**config.mk**
```make
export PLATFORM = sky130hd
export DESIGN_NAME = mask_chain_scoreboard
export DESIGN_NICKNAME = d
export VERILOG_FILES = /design/src/rtl/mscb_pkg.sv /design/src/rtl/mscb_range_dec.sv /design/src/rtl/mscb_pend_row.sv /design/src/rtl/mscb_query.sv /design/src/rtl/mask_chain_scoreboard.sv
export SDC_FILE = /design/constraint.sdc
export NUM_CORES = 2
export LEC_CHECK = 0
export BUFFER_PORTS_ARGS = -buffer_cell sky130_fd_sc_hd__buf_2
export CAP_MARGIN = 30
export CORE_MARGIN = 3
export CORE_UTILIZATION = 25
export CTS_CLUSTER_SIZE = 24
export DETAILED_ROUTE_END_ITERATION = 16
export SYNTH_ARGS = -nofsm -noshare
export SYNTH_HDL_FRONTEND = slang
export SYNTH_SLANG_ARGS = --single-unit
```
**constraint.sdc**
```tcl
create_clock -name clk -period 4.3 [get_ports clk]
set_input_delay 0.645 -clock clk [delete_from_list [all_inputs] [get_ports clk]]
set_output_delay 0.645 -clock clk [all_outputs]
set_load 0.05 [all_outputs]
```
**src/rtl/mscb_pkg.sv**
```systemverilog
package mscb_pkg;
  typedef enum logic {
    TRACK_BIT   = 1'b0,
    TRACK_WHOLE = 1'b1
  } track_e;
endpackage

```
**src/rtl/mscb_range_dec.sv**
```systemverilog
// Turns a (start, count) pair into a bit mask of width W; bits past W-1 fall away.
module mscb_range_dec #(
  parameter int W = 64,
  localparam int SW = $clog2(W),
  localparam int CW = SW + 1
) (
  input  logic [SW-1:0] start,
  input  logic [CW-1:0] cnt,
  output logic [W-1:0]  mask
);
  always_comb begin
    int lo;
    int hi;
    lo = int'(start);
    hi = lo + int'(cnt);
    for (int i = 0; i < W; i++) begin
      mask[i] = (i >= lo) && (i < hi);
    end
  end
endmodule

```
**src/rtl/mscb_pend_row.sv**
```systemverilog
// One pending vector: clear is applied before set, so a same-cycle dispatch wins.
module mscb_pend_row #(
  parameter int W = 64
) (
  input  logic         clk,
  input  logic         rst_n,
  input  logic [W-1:0] set_m,
  input  logic [W-1:0] clr_m,
  output logic [W-1:0] pend
);
  always_ff @(posedge clk) begin
    if (!rst_n) pend <= '0;
    else        pend <= (pend & ~clr_m) | set_m;
  end
endmodule

```
**src/rtl/mscb_query.sv**
```systemverilog
// Readiness of one consumer query against the stored pending vectors.
module mscb_query
  import mscb_pkg::*;
#(
  parameter int W    = 64,
  parameter int NREG = 4,
  localparam int RW  = (NREG > 1) ? $clog2(NREG) : 1
) (
  input  logic [NREG-1:0][W-1:0] pend,
  input  logic [RW-1:0]          sel,
  input  logic [W-1:0]           range_m,
  input  logic [W-1:0]           vl_m,
  input  logic                   whole_mode,
  output logic                   ready
);
  logic [W-1:0] row;
  track_e       mode;

  always_comb begin
    row  = pend[sel];
    mode = track_e'(whole_mode);
    if (mode == TRACK_WHOLE) ready = (row == '0);
    else                     ready = ((row & range_m & vl_m) == '0);
  end
endmodule

```
**src/rtl/mask_chain_scoreboard.sv**
```systemverilog
module mask_chain_scoreboard #(
  parameter int W    = 64,
  parameter int NREG = 4,
  parameter int NISS = 2,
  parameter int NCMP = 2,
  parameter int NQ   = 3,
  localparam int SW  = $clog2(W),
  localparam int CW  = SW + 1,
  localparam int RW  = (NREG > 1) ? $clog2(NREG) : 1
) (
  input  logic                     clk,
  input  logic                     rst_n,
  input  logic                     whole_mode,
  input  logic [CW-1:0]            vlen,
  input  logic [NISS-1:0]          iss_valid,
  input  logic [NISS-1:0][RW-1:0]  iss_reg,
  input  logic [NISS-1:0][SW-1:0]  iss_start,
  input  logic [NISS-1:0][CW-1:0]  iss_cnt,
  input  logic [NCMP-1:0]          cmp_valid,
  input  logic [NCMP-1:0][RW-1:0]  cmp_reg,
  input  logic [NCMP-1:0][SW-1:0]  cmp_start,
  input  logic [NCMP-1:0][CW-1:0]  cmp_cnt,
  input  logic [NQ-1:0][RW-1:0]    q_reg,
  input  logic [NQ-1:0][SW-1:0]    q_start,
  input  logic [NQ-1:0][CW-1:0]    q_cnt,
  output logic [NQ-1:0]            q_ready
);
  logic [NISS-1:0][W-1:0] iss_m;
  logic [NCMP-1:0][W-1:0] cmp_m;
  logic [NQ-1:0][W-1:0]   q_m;
  logic [W-1:0]           vl_m;
  logic [NREG-1:0][W-1:0] set_r;
  logic [NREG-1:0][W-1:0] clr_r;
  logic [NREG-1:0][W-1:0] pend_q;

  mscb_range_dec #(.W(W)) u_vl_dec (.start('0), .cnt(vlen), .mask(vl_m));

  for (genvar p = 0; p < NISS; p++) begin : g_iss
    mscb_range_dec #(.W(W)) u_dec (
      .start(iss_start[p]), .cnt(iss_cnt[p]), .mask(iss_m[p]));
  end

  for (genvar p = 0; p < NCMP; p++) begin : g_cmp
    mscb_range_dec #(.W(W)) u_dec (
      .start(cmp_start[p]), .cnt(cmp_cnt[p]), .mask(cmp_m[p]));
  end

  // Merge every port aimed at each register.
  always_comb begin
    for (int r = 0; r < NREG; r++) begin
      set_r[r] = '0;
      clr_r[r] = '0;
      for (int p = 0; p < NISS; p++) begin
        if (iss_valid[p] && (iss_reg[p] == RW'(r))) set_r[r] = set_r[r] | iss_m[p];
      end
      for (int p = 0; p < NCMP; p++) begin
        if (cmp_valid[p] && (cmp_reg[p] == RW'(r))) clr_r[r] = clr_r[r] | cmp_m[p];
      end
    end
  end

  for (genvar r = 0; r < NREG; r++) begin : g_row
    mscb_pend_row #(.W(W)) u_row (
      .clk(clk), .rst_n(rst_n), .set_m(set_r[r]), .clr_m(clr_r[r]), .pend(pend_q[r]));
  end

  for (genvar i = 0; i < NQ; i++) begin : g_q
    mscb_range_dec #(.W(W)) u_dec (
      .start(q_start[i]), .cnt(q_cnt[i]), .mask(q_m[i]));
    mscb_query #(.W(W), .NREG(NREG)) u_qry (
      .pend(pend_q), .sel(q_reg[i]), .range_m(q_m[i]), .vl_m(vl_m),
      .whole_mode(whole_mode), .ready(q_ready[i]));
  end
endmodule

```
; After elaboration in Yosys (flattened, before gate mapping)
; Cells that the tools add are included.
[word_totals]
ram_bits = 0
n_memories = 0
mem_bits_ro = 0
inputBits = 119
wordCells = 1497
output_inout_bits = 3
regBits = 256
latchBits = 0
[op_classes]
reduce_logical = 467
multipliers = 0
muxes = 25
shift = 0
eq_ne = 12
add_sub_neg = 7
n_div = 0
magnitude_cmp = 956
bitwise = 26
[ops]
columns = op, n
row1 = $lt A7 B32 Y1 const A, 224
row2 = $lt A6 B32 Y1 const A, 112
row3 = $lt A5 B32 Y1 const A, 56
row4 = $ge A6 B6 Y1 const A, 217
row5 = $mux W64, 19
row6 = $lt A4 B32 Y1 const A, 28
row7 = $or A64 B64 Y64, 12
row8 = $ge A5 B6 Y1 const A, 112
row9 = $and A64 B64 Y64, 10
row10 = $logic_and A1 B1 Y1, 457
row11 = $lt A3 B32 Y1 const A, 14
row12 = $bmux W64 S2, 3
row13 = $logic_not A64 Y1, 6
row14 = $ge A4 B6 Y1 const A, 56
row15 = $not A64 Y64, 4
row16 = $lt A1 B32 Y1 const A, 7
row17 = $lt A2 B32 Y1 const A, 7
row18 = $lt A6 B7 Y1 const A, 32
row19 = $ge A3 B6 Y1 const A, 28
row20 = $lt A5 B7 Y1 const A, 16
row21 = $ge A1 B6 Y1 const A, 14
row22 = $ge A2 B6 Y1 const A, 14
row23 = $add A6 B7 Y8, 7
row24 = $lt A4 B7 Y1 const A, 8
row25 = 8 further kinds, 30

; Depth between registers and ports, before layout
[logic_depth]
ltp_word = 9
mapped_depth = 14

; By module
; Synthesis repeated with hierarchy kept, for this count alone.
[unflattened]
cells_unflattened = 4380
hier_area_um2 = 36715.2
[by_module_without_submodules]
columns = mod, seq_area_each_um2, area_each_um2, cells_per_inst, n_inst
row1 = mscb_range_dec, 0.0, 1776.7, 264, 8
row2 = mscb_pend_row, 1281.2, 2240.9, 199, 4
row3 = mscb_query, 0.0, 2662.6, 277, 3
row4 = mask_chain_scoreboard, 0.0, 5550.3, 641, 1

; Worst setup path before layout
; No wires, ideal clock.
[synth_path]
path_type = input-to-output
from = input port q_start[0] (netlist bit)
to = output port q_ready[0]
stages = 12
n_path_buf = 1
arrival_ps = 3531
setup_slack_ps = 124
path_cell_list = ha_1 -> fa_1 -> a211oi_1 -> o31ai_1 -> a21o_1 -> nor3_4 -> a21oi_2 -> or4_1 -> a2111o_1 -> nor2_1 -> a31o_1 -> buf_4
[synth_via]
elab_chain_cells = 7
[synth_lines]
columns = item, line_no
row1 = from (decl), mask_chain_scoreboard.sv:24  ; input logic [NQ-1:0][SW-1:0] q_start,
row2 = $add A6 B7 Y8, mscb_range_dec.sv:15  ; hi = lo + int'(cnt);
row3 = $lt A1 B32 Y1 (tied with other cells), mscb_range_dec.sv:17  ; mask[i] = (i >= lo) && (i < hi);
row4 = $logic_and A1 B1 Y1, mscb_range_dec.sv:17
row5 = $and A64 B64 Y64 * (2 in a row), mscb_query.sv:23  ; else ready = ((row & range_m & vl_m) == '0);
row6 = $logic_not A64 Y1 *, mscb_query.sv:23
row7 = $mux W1 *, mscb_query.sv:22  ; if (mode == TRACK_WHOLE) ready = (row == '0);
row8 = to (decl), mask_chain_scoreboard.sv:26  ; output logic [NQ-1:0] q_ready
; Every way passes the cells marked *; elsewhere a longest branch is shown, timed or not.

; Final worst setup path
[layout_path]
from = input port q_reg[2] (netlist bit)
to = output port q_ready[1]
[layout_via]
elab_chain_cells = 6
[layout_lines]
columns = item, line_no
row1 = from (decl), mask_chain_scoreboard.sv:23  ; input logic [NQ-1:0][RW-1:0] q_reg,
row2 = $bmux W64 S2 *, mscb_query.sv:20  ; row = pend[sel];
row3 = $mux W64 (not written as such) *, mscb_query.sv:20
row4 = $and A64 B64 Y64 (2 in a row), mscb_query.sv:23
row5 = $logic_not A64 Y1, mscb_query.sv:23
row6 = $mux W1 *, mscb_query.sv:22
; Every way passes the cells marked *; elsewhere a longest branch is shown, timed or not. The select of a mux whose other input is x is not followed.

==> results.toml <==
[run_status]
status = "finished, final reports clean"

[min_path]
hp-class = "reg -> reg"

[synthesis]
ys_warn_count = 0
synth_edf_count = 0
yosysSeqAreaShare_pct = 17.5
synth_top_area_share_pct = 17.5
yosysTopAreaCell = "dfxtp_1"
synth_flop_cell = "dfxtp_1"
syn_area_sq_mm = 0.0293
synthArstFlopShare_pct = 0
synth_most_common_cell = "a21oi_1"
synth_area_leaders = "dfxtp_1, mux4_2, a21oi_1"
avgSynthCellArea_sq_um = 7.87
synth_commonest_cells = "a21oi_1, nand2_1, o21ai_0"
synth.net_count = 3889
syn_inst = 3721
synth_cell_types = 98
ys_ff_latch = 256

[timing]
slew_headroom_pct = 19.7
period_share_pct = 99.9
setup_viol = 0
hold_viol = 0
period_minus_slack_ns = 4.30
tightest_slew_ns = 1.19
drv_slew = 0
fin_setup_tns_ns = 0
fmax_mhz = 233
finalClockSkew_ns = 0

[die]
std_cell_rows = 124
core_area_sq_mm = 0.115
die_area_sq_mm = 0.121
pin_count = 122
die_x_um = 348
die_h_um = 348
initial_core_util_pct = 25.4

[final_layout]
final_area_sq_mm = 0.0356
reg.largest.list = "g_row.u_row.pend: 256 flops"
fin_nets = 4177
drive_above_1_share_pct = 24.3
areaGrowthSynthToFinish_pct = 21.6
largest_reg_flops = 256
largest_register = "g_row.u_row.pend"
final_util_pct = 30.9

[global_routing]
grt_max_degree = 86
antenna_found_initial = 6
track_usage_pct = 31.4
grt_pass1_vias = 34900
overflow = 0
grt_pass1_wl_um = 277000

[setup_path]
crit_chain = "buf_4 > buf_8 > buf_4 > buf_4 > mux4_2 > o21ai_1 > or4_4 > and3b_1 > nand4_1 > nor3_1 > a21oi_1 > o41ai_2 > and3_1 > buf_12"
cpMaxStageDelayCell = "mux4_2"
crit_arrival_ns = 3.65
path_delay_family = "simple AND/OR/NAND/NOR gates"
reg2reg_setup_slack_ns = 3.17
cpPeakStageDelay_ns = 0.58
crit_type = "in -> out"
worstPathBufferInverterCount = 5
cp.required_ns = 3.65
cp-start-kind = "primary input"
path_common_cell = "buf_4"
endpoint_kind = "output pin"
path_max_fanout = 9

[route]
wl_per_cell_um = 36.4
wl_um = 202000
drc = 0
dr.first_iter.drc_count = 8009
firstDrtPassIters = 14
postRouteAntennaNets = 0
via_per_inst = 7.00
vias = 38800

[power_and_ir_drop]
seqPwrFrac_pct = 27.2
p_leak_uw = 0.0125
intPower_uw = 5560
switching_power_uw = 4650
ir_drop_v = 0.000332
swShare_pct = 45.5
p_clk_share_pct = 23.2
p_per_area_mw_per_mm2 = 286
combPwrFrac_pct = 49.6

[flow_run]
maxCapViolations = 0

[placed_design]
place_congestion = 1.14
hpwl_um = 158000
placed_area_sq_mm = 0.0343
io_buffers = 121

[clock_tree]
cts_sinks = 256
ctsHoldBuffers = 0
clockBufferDepth = 3
clk_latency_ns = 0.55
clk_pin_slew_worst_paths_ns = 0.06
numCtsBuffers = 26
htreeDepth = 1
cts_tree = "yes"
cts_root_buf = "clkbuf_16"
-- cells in the final DEF (no fill, tap or decap), types with 62 or more instances in the layout --
master,count
inv_1,75
nor2_1,202
nor4_1,62
nand2_1,296
o221ai_1,189
buf_4,484
o21ai_0,281
o22a_1,75
a22oi_1,107
mux4_2,192
buf_2,108
dfxtp_1,256
nand3_1,94
o22ai_1,105
a21oi_1,350
nor3_1,88
-- worst min-delay path, delay by kind of cell, from the launching register on --
kind | cells | cell delay, ns
flops | 1 | 0.33
compound gates | 2 | 0.13
-- routing by layer --
metal | track usage [%] | routed length (um) | share of wire (%)
met5 | 0 | 43 | 0.021
met4 | 24.7 | 20500 | 10
met3 | 12.0 | 30600 | 15
met2 | 43.8 | 79100 | 39
met1 | 38.6 | 71500 | 35
-- cell type report --
cell class | instances | area (sq um)
multi-input combinational | 3019 | 22700
antenna | 3 | 7.51
clock buffer | 39 | 791
tap | 1512 | 1890
fill | 12300 | 79600
inverter | 80 | 305
sequential | 256 | 5120
timing repair buffer | 626 | 4750
clock inverter | 7 | 62.6
-- path summary, 6_finish.rpt --
kind                                               from                      end  cells past startpoint
worst max-delay path                           q_reg[2]               q_ready[1]                     14
worst min-delay path            g_row[3].u_row.pend[27]  g_row[3].u_row.pend[27]                      2
worst max register to register  g_row[0].u_row.pend[14]  g_row[0].u_row.pend[14]                      3
worst min register to register  g_row[3].u_row.pend[27]  g_row[3].u_row.pend[27]                      2
-- per-stage QoR --
step	std cells	total power, uW	setup slack [ns]	hold WS (ns)
4_1_cts	5528	9830	0.0124	0.513
6_report	5542	10200	0.00472	0.516
3_5_place_dp	5482	7500	-0.362	0.503
5_1_grt	5539	10400	-0.0215	0.527
2_1_floorplan	3721	5260	0.124	0.458
3_3_place_gp	5479	7520	-0.409	0.488
-- power groups by stage --
stage                     clock network, uW  registers, uW  logic (uW)
after floorplan                           0           2660        2600
after global placement                    0           2780        4740
after detailed placement                  0           2790        4710
after CTS                              2340           2740        4750
after global routing                   2420           2770        5200
final                                  2370           2780        5060
-- kinds of logic after synthesis --
| group | synth area share, % |
|---|---|
| simple gates | 17.4 |
| mux | 14.9 |
| fa+ha+maj | 2.34 |
| flops | 17.5 |
| buf+inv | 6.24 |
| compound gates | 40.2 |
| xor+xnor | 1.40 |
-- what timing repair did --
| item | 4_1_cts | 5_1_grt |
|---|---|---|
| buffers inserted | 0 | 8 |
| cloned | 0 | 2 |
| pin swaps | 2 | 25 |
| gates resized for setup | 16 | 69 |
| endpoints found under the setup margin | 2 | 3 |
No activity file was read; power rests on OpenSTA's default activity.
